--- src/rtl/sermbx_pkg.sv ---
package sermbx_pkg;
  localparam int FRAME_BITS = 10;
  localparam int ST_READY   = 7;
  localparam int ST_OVR     = 6;
  localparam int ST_OUTFULL = 5;
  localparam int ST_INFULL  = 4;

  function automatic logic [FRAME_BITS-1:0] frame_of(input logic [7:0] b);
    return {1'b1, b, 1'b0};
  endfunction

  function automatic logic [7:0] pack_status(input logic rdy, input logic ovr,
                                             input logic ofull, input logic ifull);
    return {rdy, ovr, ofull, ifull, 4'b0000};
  endfunction
endpackage

--- src/rtl/sermbx_flag.sv ---
module sermbx_flag (
  input  logic clk,
  input  logic rst_n,
  input  logic set_i,
  input  logic clr_i,
  output logic q
);
  always_ff @(posedge clk) begin
    if (!rst_n)      q <= 1'b0;
    else if (set_i)  q <= 1'b1;
    else if (clr_i)  q <= 1'b0;
  end
endmodule

--- src/rtl/sermbx_uart_tx.sv ---
module sermbx_uart_tx #(
  parameter int CLKS_PER_BIT = 16
) (
  input  logic       clk,
  input  logic       rst_n,
  input  logic       load,
  input  logic [7:0] data,
  output logic       ready,
  output logic       txd
);
  import sermbx_pkg::*;
  localparam int CW = (CLKS_PER_BIT > 1) ? $clog2(CLKS_PER_BIT) : 1;

  logic                  busy;
  logic [CW-1:0]         baud;
  logic [3:0]            bitn;
  logic [FRAME_BITS-1:0] sh;
  logic                  bit_end;

  assign bit_end = (baud == CW'(CLKS_PER_BIT - 1));

  always_ff @(posedge clk) begin
    if (!rst_n) begin
      busy <= 1'b0;
      baud <= '0;
      bitn <= '0;
      sh   <= '1;
    end else if (load && !busy) begin
      busy <= 1'b1;
      baud <= '0;
      bitn <= '0;
      sh   <= frame_of(data);
    end else if (busy) begin
      if (bit_end) begin
        baud <= '0;
        sh   <= {1'b1, sh[FRAME_BITS-1:1]};
        if (bitn == 4'(FRAME_BITS - 1)) busy <= 1'b0;
        else                            bitn <= bitn + 4'd1;
      end else begin
        baud <= baud + CW'(1);
      end
    end
  end

  assign ready = !busy;
  assign txd   = busy ? sh[0] : 1'b1;
endmodule

--- src/rtl/sermbx_top.sv ---
module sermbx_top #(
  parameter int              CLKS_PER_BIT = 16,
  parameter int              ADDR_W       = 8,
  parameter logic [ADDR_W-1:0] TX_ADDR    = 8'hFC,
  parameter logic [ADDR_W-1:0] MBX_OUT    = 8'h61,
  parameter logic [ADDR_W-1:0] MBX_IN     = 8'h60
) (
  input  logic              clk,
  input  logic              rst_n,
  input  logic              cpu_wr,
  input  logic              cpu_rd,
  input  logic [ADDR_W-1:0] cpu_addr,
  input  logic [7:0]        cpu_wdata,
  input  logic              host_wr,
  input  logic              host_rd,
  input  logic [ADDR_W-1:0] host_sub,
  output logic              txd,
  output logic [7:0]        status
);
  import sermbx_pkg::*;

  logic tx_wr_evt, tx_ready, tx_accept, tx_reject;
  logic out_set, out_clr, in_set, in_clr;
  logic ovr_q, out_full, in_full;

  assign tx_wr_evt = cpu_wr && (cpu_addr == TX_ADDR);
  assign tx_accept = tx_wr_evt && tx_ready;
  assign tx_reject = tx_wr_evt && !tx_ready;
  assign out_set   = cpu_wr  && (cpu_addr == MBX_OUT);
  assign out_clr   = host_rd && (host_sub == MBX_OUT);
  assign in_set    = host_wr && (host_sub == MBX_IN);
  assign in_clr    = cpu_rd  && (cpu_addr == MBX_IN);

  sermbx_uart_tx #(.CLKS_PER_BIT(CLKS_PER_BIT)) u_tx (
    .clk(clk), .rst_n(rst_n), .load(tx_accept), .data(cpu_wdata),
    .ready(tx_ready), .txd(txd)
  );

  sermbx_flag u_ovr  (.clk(clk), .rst_n(rst_n), .set_i(tx_reject), .clr_i(tx_accept), .q(ovr_q));
  sermbx_flag u_out  (.clk(clk), .rst_n(rst_n), .set_i(out_set),   .clr_i(out_clr),   .q(out_full));
  sermbx_flag u_in   (.clk(clk), .rst_n(rst_n), .set_i(in_set),    .clr_i(in_clr),    .q(in_full));

  assign status = pack_status(tx_ready, ovr_q, out_full, in_full);
endmodule

--- config.mk ---
export PLATFORM = sky130hd
export DESIGN_NAME = sermbx_top
export DESIGN_NICKNAME = d
export VERILOG_FILES = /design/src/rtl/sermbx_pkg.sv /design/src/rtl/sermbx_flag.sv /design/src/rtl/sermbx_uart_tx.sv /design/src/rtl/sermbx_top.sv
export SDC_FILE = /design/constraint.sdc
export NUM_CORES = 1
export LEC_CHECK = 0
export ABC_AREA = 1
export BUFFER_PORTS_ARGS = -buffer_cell sky130_fd_sc_hd__buf_2
export CORE_MARGIN = 2
export CORE_UTILIZATION = 35
export CTS_CLUSTER_SIZE = 16
export DETAILED_ROUTE_END_ITERATION = 12
export PLACE_DENSITY = 0.54
export SLEW_MARGIN = 10
export SYNTH_ARGS = -nofsm -noshare
export SYNTH_HDL_FRONTEND = slang
export SYNTH_SLANG_ARGS = --single-unit
--- constraint.sdc ---
create_clock -name clk -period 2.25 [get_ports clk]
set_input_delay 0.45 -clock clk [delete_from_list [all_inputs] [get_ports clk]]
set_output_delay 0.45 -clock clk [all_outputs]
set_load 0.1 [all_outputs]
==> results of run 1 <==
-- flip-flops by register name, indices dropped and copies added (netlist names) --
signal,cells
u_tx.sh,9
u_tx.baud,4
u_tx.bitn,4
u_in.q,1
u_out.q,1
u_ovr.q,1
u_tx.busy,1
-- cells in the mapped netlist --
library cell  instances  area, µm²
o21ai_1               2      10.01
nand3b_1              1      7.510
nor2_1                6      22.52
inv_2                 1      3.750
nor2_4                1      11.26
nand4_1               8      50.05
buf_4                 8      60.06
nand2_4               1      11.26
inv_4                 1      6.260
nand2_2               1      6.260
or2_0                 2      12.51
nand2_1              49      183.9
a21oi_1              10      50.05
nor2_2                4      25.02
o21ai_0               3      15.01
or2_1                 2      12.51
xor2_1                1      8.760
buf_6                 2      22.52
a21oi_2               2      17.52
ha_1                  3      37.54
clkbuf_1              1      3.750
buf_2                 1      5.000
nand4_4               1      21.27
nor3_1                6      30.03
nand3_1              20      100.1
conb_1                1      3.750
inv_1                18      67.56
dfxtp_1              21      420.4
-- critical path, delay by kind of cell, from the launching register on --
kind / cells / cell delay [ns]
flip-flops: 1 / 0.38
buffers and inverters: 2 / 0.66
AND/OR/NAND/NOR: 1 / 0.14
-- power groups by stage --
| stage | Combinational (W) | Sequential [W] | Clock, W |
|---|---|---|---|
| 2_1_floorplan | 0.0000584 | 0.000381 | 0 |
| 6_report | 0.0000855 | 0.000373 | 0.000180 |
| 3_3_place_gp | 0.0000844 | 0.000381 | 0 |
| 4_1_cts | 0.0000859 | 0.000373 | 0.000188 |
| 5_1_grt | 0.0000927 | 0.000373 | 0.000204 |
| 3_5_place_dp | 0.0000855 | 0.000381 | 0 |
-- layout make-up --
cell class	count	share of cell area [%]
Timing Repair Buffer	34	12.15
Tap cell	46	4.111
Inverter	20	5.541
Clock buffer	4	1.877
Multi-Input combinational cell	127	46.29
Sequential cell	21	30.03
-- through the flow --
stage | hold slack (ns) | worst slack (ns)
after floorplan | 0.4304 | 0.4440
after global placement | 0.4380 | 0.6704
after detailed placement | 0.4538 | 0.6616
after CTS | 0.3373 | 0.3127
after global routing | 0.3528 | 0.2336
final | 0.3428 | 0.3227
-- worst paths after layout --
kind                                    from  cells past startpoint      endpoint  slack, ns
worst min-delay path            cpu_wdata[7]                      3    u_tx.sh[8]       0.34
worst min register to register       u_ovr.q                      2       u_ovr.q       0.46
worst max register to register  u_tx.baud[1]                      6  u_tx.bitn[1]       0.64
worst max-delay path               u_tx.busy                      3           txd       0.32
-- cells by family after synthesis --
family | count (synthesis) | synth area share, %
simple gates | 102 | 40.31
buf+inv | 32 | 13.77
flops | 21 | 34.29
compound gates | 17 | 7.551
fa+ha+maj | 3 | 3.062
xor+xnor | 1 | 0.7144
other cells | 1 | 0.3058
-- layer usage --
layer | vias to the layer above | routed length, µm
met2 | 33 | 1219
li1 | 619 | -
met1 | 516 | 1220
met5 | - | 0
met3 | 2 | 169
met4 | 0 | 20
==> impl_metrics.csv, run 1 <==
group,metric,value,unit
detailed_routing,routed_wl,2630,µm
final_layout,synthToLayoutAreaGrowth,14.18,%
grt,grt_max_degree,20,
sta,period_needed,1.927,ns
grt,grt_use_met3,2.500,%
detailed_routing,drtIter0Drc,34,
final_layout,drive_gt1_share,23.79,%
clocking,clock_path_buffers,2,
grt,use_met1,16.81,%
worst_setup_path,worstSetupEndpointType,"output pin",
placement,dpl_cell_area,1374,µm²
worst_setup_path,crit_path_start_kind,"flip-flop",
floorplanning,chipWidth,63.19,µm
pwr,total_leakage_power,0.6597,nW
pwr,power,0.0006377,W
pwr,p_int,0.0004664,W
clocking,clkSlewWorstSetupHoldPaths,0.12,ns
clocking,root_buffer,"clkbuf_4",
pwr,ir_drop,0.3113,mV
pwr,p_sw,0.0001713,W
worst_setup_path,critPathSlowestCell,"buf_2",
sta,rsz0062_at_grt,"no",
sta,drv_slew,0,
clocking,clk_latency,0.30,ns
sta,max_freq,0.5189,GHz
final_layout,antenna_cells,0,
grt,antenna_found_initial,0,
worst_setup_path,path_class,"reg -> out",
hold_path,hold_class,"in -> reg",
pwr,sw_frac_of_total,26.86,%
synth,netlist_instances,177,
final_layout,mostFrequentLayoutCell,"nand2_1",
placement,post-place-cells,248,
floorplanning,die_area,3993,µm²
sta,setup_viol,0,
final_layout,post-route-util,41.63,%
detailed_routing,num_vias,1170,
pwr,p_clk_share,28.2,%
clocking,htree_levels,1,
detailed_routing,viasPerCell,4.643,
clocking,holdBufCountCts,0,
pwr,power_density,455.5,nW/µm²
placement,gp_congestion,0.8358,
floorplanning,fp.coreArea,3363,µm²
outcome,status,"complete, no violations",
grt,grtUsageMet2,24.20,%
worst_setup_path,crit_chain,"inv_2, or2_1, buf_2",
final_layout,fillCellCount,380,
clocking,cts_num_sinks,21,
worst_setup_path,cp_max_fo,12,
placement,portBuffers,34,
synth,ys_seq_area_share,34.29,%
pwr,pwr-share-seq,58.4,%
grt,grt_pass1_wl,4547,µm
clocking,cts_made_buffers,3,
final_layout,mostFrequentLayoutCells,"49 x nand2_1, 34 x buf_2, 21 x dfxtp_1",
synth,synth_seq_cells,21,
clocking,cts_setup_buffers,0,
worst_setup_path,required,1.80,ns
floorplanning,num_io_pins,39,
sta,hold_viol,0,
floorplanning,rows,21,
detailed_routing,drt_pre_antenna_iters,4,
final_layout,design_area,1400,µm²
worst_setup_path,worstPathArrival,1.48,ns
final_layout,fin_cells,252,
grt,grt_pass1_vias,1084,
clocking,tritoncts,"built",
synth,avgSynthCellArea,6.928,µm²
placement,dp_hpwl,2037,µm
sta,fin_crit_sh,85.66,%
grt,grt_busiest_layer,"met2",
final_layout,seq_area,420.4,µm²
final_layout,layout.nets,240,
job,cap_viol_max_count,0,
worst_setup_path,critPathMaxStageDelay,0.42,ns
floorplanning,initial_core_util,36.46,%
sta,skew,0.01515,ns
synth,syn_area,1226,µm²
grt,grt_usage,13.89,%
pwr,combinationalPowerShare,13.4,%
detailed_routing,drcViolationCount,0,
synth,ys_warn_count,0,
sta,finalSetupTns,0,ns
synth,ys_types,28,
detailed_routing,antenna_left,0,
clocking,post_cts_resized,0,
grt,grt-ovfl-total,0,
floorplanning,die_height,63.19,µm
detailed_routing,drt-wirelength-per-cell,10.44,µm
final_layout,multiInputGateArea,648.1,µm²
(Power assumes the default switching activity.)
==> run 2: changes to the inputs <==
- CTS_CLUSTER_DIAMETER: default -> 200
- RECOVER_POWER: default -> 50
==> impl_metrics.csv, run 2 (synthesis results as in run 1) <==
group,metric,value,unit
outcome,status,"complete, no violations",
sta,skew,0.01470,ns
pwr,total_leakage_power,0.6430,nW
placement,gp_congestion,0.8358,
worst_setup_path,crit_chain,"clkbuf_1",
sta,layout_setup_ws,0.2896,ns
final_layout,drive_gt1_share,21.36,%
clocking,htree_levels,1,
clocking,tritoncts,"built",
clocking,clock_path_buffers,2,
detailed_routing,drt_pre_antenna_iters,4,
worst_setup_path,cp_top_family,"buffers and inverters",
worst_setup_path,path_class,"reg -> out",
sta,period_needed,1.960,ns
detailed_routing,drt-wirelength-per-cell,10.41,µm
final_layout,regMostFlops,"u_tx.sh",
floorplanning,fp.coreArea,3363,µm²
sta,max_freq,0.5101,GHz
detailed_routing,drcViolationCount,0,
grt,grt_pass1_wl,4547,µm
placement,portBuffers,34,
final_layout,mostFrequentLayoutCells,"49 x nand2_1, 30 x buf_2, 21 x dfxtp_1",
worst_setup_path,crit_start,"u_out.q",
detailed_routing,viasPerCell,4.663,
pwr,power_density,460.7,nW/µm²
clocking,cts_num_sinks,21,
floorplanning,rows,21,
final_layout,synthToLayoutAreaGrowth,12.55,%
grt,grt_pass1_vias,1084,
grt,antenna_found_initial,0,
worst_setup_path,r2r_start,"u_tx.busy",
clocking,cts_setup_buffers,0,
detailed_routing,drtIter0Drc,30,
sta,rsz0062_at_grt,"no",
worst_setup_path,worstSetupEndpointType,"output pin",
floorplanning,die_height,63.19,µm
final_layout,layout.nets,240,
hold_path,hold_class,"in -> reg",
pwr,ir_drop,0.3106,mV
job,cap_viol_max_count,0,
floorplanning,chipWidth,63.19,µm
sta,worst_pin_slew,1.173,ns
clocking,holdBufCountCts,0,
sta,finalSetupTns,0,ns
worst_setup_path,cp_max_fo,2,
detailed_routing,num_vias,1175,
floorplanning,num_io_pins,39,
sta,hold_viol,0,
hold_path,worstHoldStart,"cpu_wdata[7]",
clocking,post_cts_resized,0,
sta,drv_slew,0,
floorplanning,initial_core_util,36.46,%
final_layout,mostFrequentLayoutCell,"nand2_1",
sta,slew_headroom,22.15,%
worst_setup_path,critPathSlowestCell,"clkbuf_1",
final_layout,post-route-util,41.03,%
detailed_routing,antenna_left,0,
floorplanning,die_area,3993,µm²
worst_setup_path,critPathBufInv,1,
clocking,cts_made_buffers,3,
worst_setup_path,required,1.80,ns
worst_setup_path,worstPathArrival,1.51,ns
placement,dp_slack,0.6616,ns
pwr,power,0.0006358,W
clocking,root_buffer,"clkbuf_4",
clocking,clkSlewWorstSetupHoldPaths,0.12,ns
worst_setup_path,crit_path_start_kind,"flip-flop",
grt,grt_max_degree,20,
final_layout,antenna_cells,0,
sta,setup_viol,0,
placement,dp_hpwl,2037,µm
sta,fin_crit_sh,87.13,%
worst_setup_path,critPathMaxStageDelay,0.86,ns
final_layout,largest_reg_flops,9,
clocking,clk_latency,0.30,ns
grt,grt_usage,13.89,%
grt,grt-ovfl-total,0,
detailed_routing,routed_wl,2623,µm
final_layout,reg.largest.list,"u_tx.sh: 9 flops, u_tx.baud: 4 flops, u_tx.bitn: 4 flops",
run 2: cell count changes in the layout (fill, tap and decap cells not counted):
cell,delta
buf_2,-4
clkbuf_1,+4
or2_1,-1
nand4_4,-1
nand4_1,+1
or2_0,+1
run 2: cell type report:
type | count | area (µm²)
Fill cell | 385 | 1983
Multi-Input combinational cell | 127 | 633.1
Sequential cell | 21 | 420.4
Timing Repair Buffer | 34 | 165.2
Inverter | 20 | 77.57
Tap cell | 46 | 57.56
Clock buffer | 4 | 26.28
run 2: through the flow:
step	hold WS (ns)	instances	instance area [µm²]
after floorplan	0.4304	180	1237
after global placement	0.4380	248	1374
after detailed placement	0.4538	248	1374
after CTS	0.3373	252	1400
after global routing	0.3528	252	1380
final	0.3430	252	1380
run 2: worst paths after layout:
kind	depth (start not counted)	endpoint	slack (ns)
hold / removal	3	u_tx.sh[8]	0.34
hold reg to reg	2	u_ovr.q	0.47
setup / recovery	1	status[5]	0.29
setup reg to reg	4	u_tx.bitn[3]	0.31
run 2: per-layer routing:
metal / GRT usage, % / part of all wire (%) / vias to the layer above
met5: 0 / 0 / -
met1: 16.81 / 46 / 516
met4: 5.707 / 0.76 / 0
li1: - / - / 619
met2: 24.20 / 46 / 38
met3: 2.500 / 7.2 / 2
run 2: report_power, final:
group	internal, W	total, W	switching (W)
combinational	0.0000248	0.0000841	0.0000593
clock	0.0000690	0.000179	0.000110
sequential	0.000372	0.000373	0.000000351
==> run 3: changes to the inputs <==
- CTS_BUF_LIST: default -> sky130_fd_sc_hd__clkbuf_4
- GPL_TIMING_DRIVEN: default -> 0
- PLACE_DENSITY: 0.54 -> 0.66
==> impl_metrics.csv, run 3 (synthesis results as in run 1) <==
group,metric,value,unit
detailed_routing,drt_pre_antenna_iters,4,
placement,post-place-cells,259,
floorplanning,num_io_pins,39,
floorplanning,rows,21,
detailed_routing,drtIter0Drc,42,
clocking,root_buffer,"clkbuf_4",
clocking,cts_num_sinks,21,
clocking,clk_latency,0.31,ns
floorplanning,fp.coreArea,3363,µm²
final_layout,design_area,1463,µm²
final_layout,synthToLayoutAreaGrowth,19.29,%
detailed_routing,wirelength_met1,1266,µm
detailed_routing,antenna_left,0,
detailed_routing,routed-wl-met3,182,µm
sta,rsz0062_at_grt,"no",
grt,grt_usage,13.34,%
floorplanning,initial_core_util,36.46,%
detailed_routing,drcViolationCount,0,
grt,grt-ovfl-total,0,
worst_setup_path,cp_max_fo,10,
sta,setup_viol,0,
placement,dp_hpwl,1872,µm
sta,skew,0.004090,ns
sta,max_freq,0.4748,GHz
clocking,htree_levels,1,
pwr,ir_drop,0.2068,mV
clocking,tritoncts,"built",
detailed_routing,routed_wl,2567,µm
floorplanning,die_height,63.19,µm
floorplanning,chipWidth,63.19,µm
worst_setup_path,worstSetupEndpointType,"output pin",
sta,fin_crit_sh,93.60,%
grt,grt_pass1_wl,4291,µm
final_layout,post-route-util,43.49,%
job,cap_viol_max_count,0,
final_layout,mostFrequentLayoutCell,"nand2_1",
sta,finalSetupTns,0,ns
worst_setup_path,crit_path_start_kind,"flip-flop",
final_layout,fin_cells,263,
clocking,cts_made_buffers,3,
final_layout,layout.nets,251,
sta,drv_slew,0,
worst_setup_path,path_class,"reg -> out",
detailed_routing,dr.max_layer_used,"met4",
grt,antenna_found_initial,0,
outcome,status,"complete, no violations",
worst_setup_path,required,1.80,ns
final_layout,drive_gt1_share,25.81,%
pwr,power_density,443.8,nW/µm²
placement,dpl_cell_area,1460,µm²
clocking,post_cts_resized,0,
grt,grt_pass1_vias,1011,
detailed_routing,viasPerCell,4.460,
final_layout,mostFrequentLayoutCells,"50 x nand2_1, 34 x buf_2, 21 x dfxtp_1",
clocking,clkSlewWorstSetupHoldPaths,0.12,ns
final_layout,reg.largest.list,"u_tx.sh: 9 flops, u_tx.baud: 4 flops, u_tx.bitn: 4 flops",
final_layout,largest_reg_flops,9,
final_layout,antenna_cells,0,
placement,portBuffers,33,
detailed_routing,num_vias,1173,
detailed_routing,dr_wl_met2,1077,µm
final_layout,fillCellCount,370,
sta,period_needed,2.106,ns
clocking,holdBufCountCts,0,
grt,grt_max_degree,13,
clocking,cts_setup_buffers,0,
worst_setup_path,worstPathArrival,1.66,ns
floorplanning,die_area,3993,µm²
clocking,clock_path_buffers,2,
pwr,total_leakage_power,0.7112,nW
placement,gp_congestion,0.7291,
hold_path,hold_class,"in -> reg",
sta,hold_viol,0,
detailed_routing,drt-wirelength-per-cell,9.760,µm
final_layout,regMostFlops,"u_tx.sh",
==> run 3: cell types whose count changed in the layout (fill, tap and decap cells not counted) <==
cell | before | now
buf_2 | 30 | 34
buf_4 | 0 | 8
buf_6 | 0 | 1
clkbuf_1 | 5 | 2
clkinv_2 | 0 | 1
inv_1 | 18 | 19
inv_2 | 1 | 0
nand2_1 | 49 | 50
nand2_2 | 1 | 0
or2_0 | 3 | 2
or2_1 | 1 | 2
==> run 3: final cells by class <==
cell class	instances	area, µm²	share of cell area, %
repair buffers	33	165.2	11.29
multi-input cells	127	630.6	43.11
inverters	20	77.57	5.304
clock buffers	3	22.52	1.540
plain buffers	12	83.83	5.731
clock inverters	1	5.005	0.3422
well taps	46	57.56	3.935
flip-flops and latches	21	420.4	28.74
==> run 3: path summary, 6_finish.rpt <==
path	slack [ns]	from	cells past startpoint	end
setup / recovery	0.14	u_tx.busy	4	txd
hold / removal	0.35	cpu_wdata[7]	3	u_tx.sh[8]
setup reg to reg	0.61	u_tx.busy	5	u_tx.sh[1]
hold reg to reg	0.47	u_ovr.q	2	u_ovr.q
==> run 3: stage by stage <==
step / hold WS [ns] / power (W) / worst slack (ns)
final: 0.3528 / 0.0006492 / 0.1440
after global routing: 0.3534 / 0.0006771 / 0.06512
after CTS: 0.3519 / 0.0006546 / 0.1640
after detailed placement: 0.4446 / 0.0004714 / 0.5250
after global placement: 0.4477 / 0.0004712 / 0.5134
after floorplan: 0.4304 / 0.0004393 / 0.4440
==> run 3: layer usage <==
layer  vias up  global-route usage [%]
met1       493                   17.71
met2        34                   20.21
met4         0                   6.522
met3         4                   3.214
li1        642                       -
met5         -                       0
==> run 3: power breakdown <==
| part | total, W | switching (W) | internal [W] |
|---|---|---|---|
| combinational | 0.0000886 | 0.0000590 | 0.0000296 |
| clock | 0.000188 | 0.000121 | 0.0000665 |
| sequential | 0.000373 | 0.000000332 | 0.000372 |
==> run 3: worst max-delay path, cell delays in order, from the launching register on <==
cell and delay, ns:
dfxtp_1 0.39, inv_1 0.15, buf_2 0.25, or2_1 0.14, buf_2 0.42
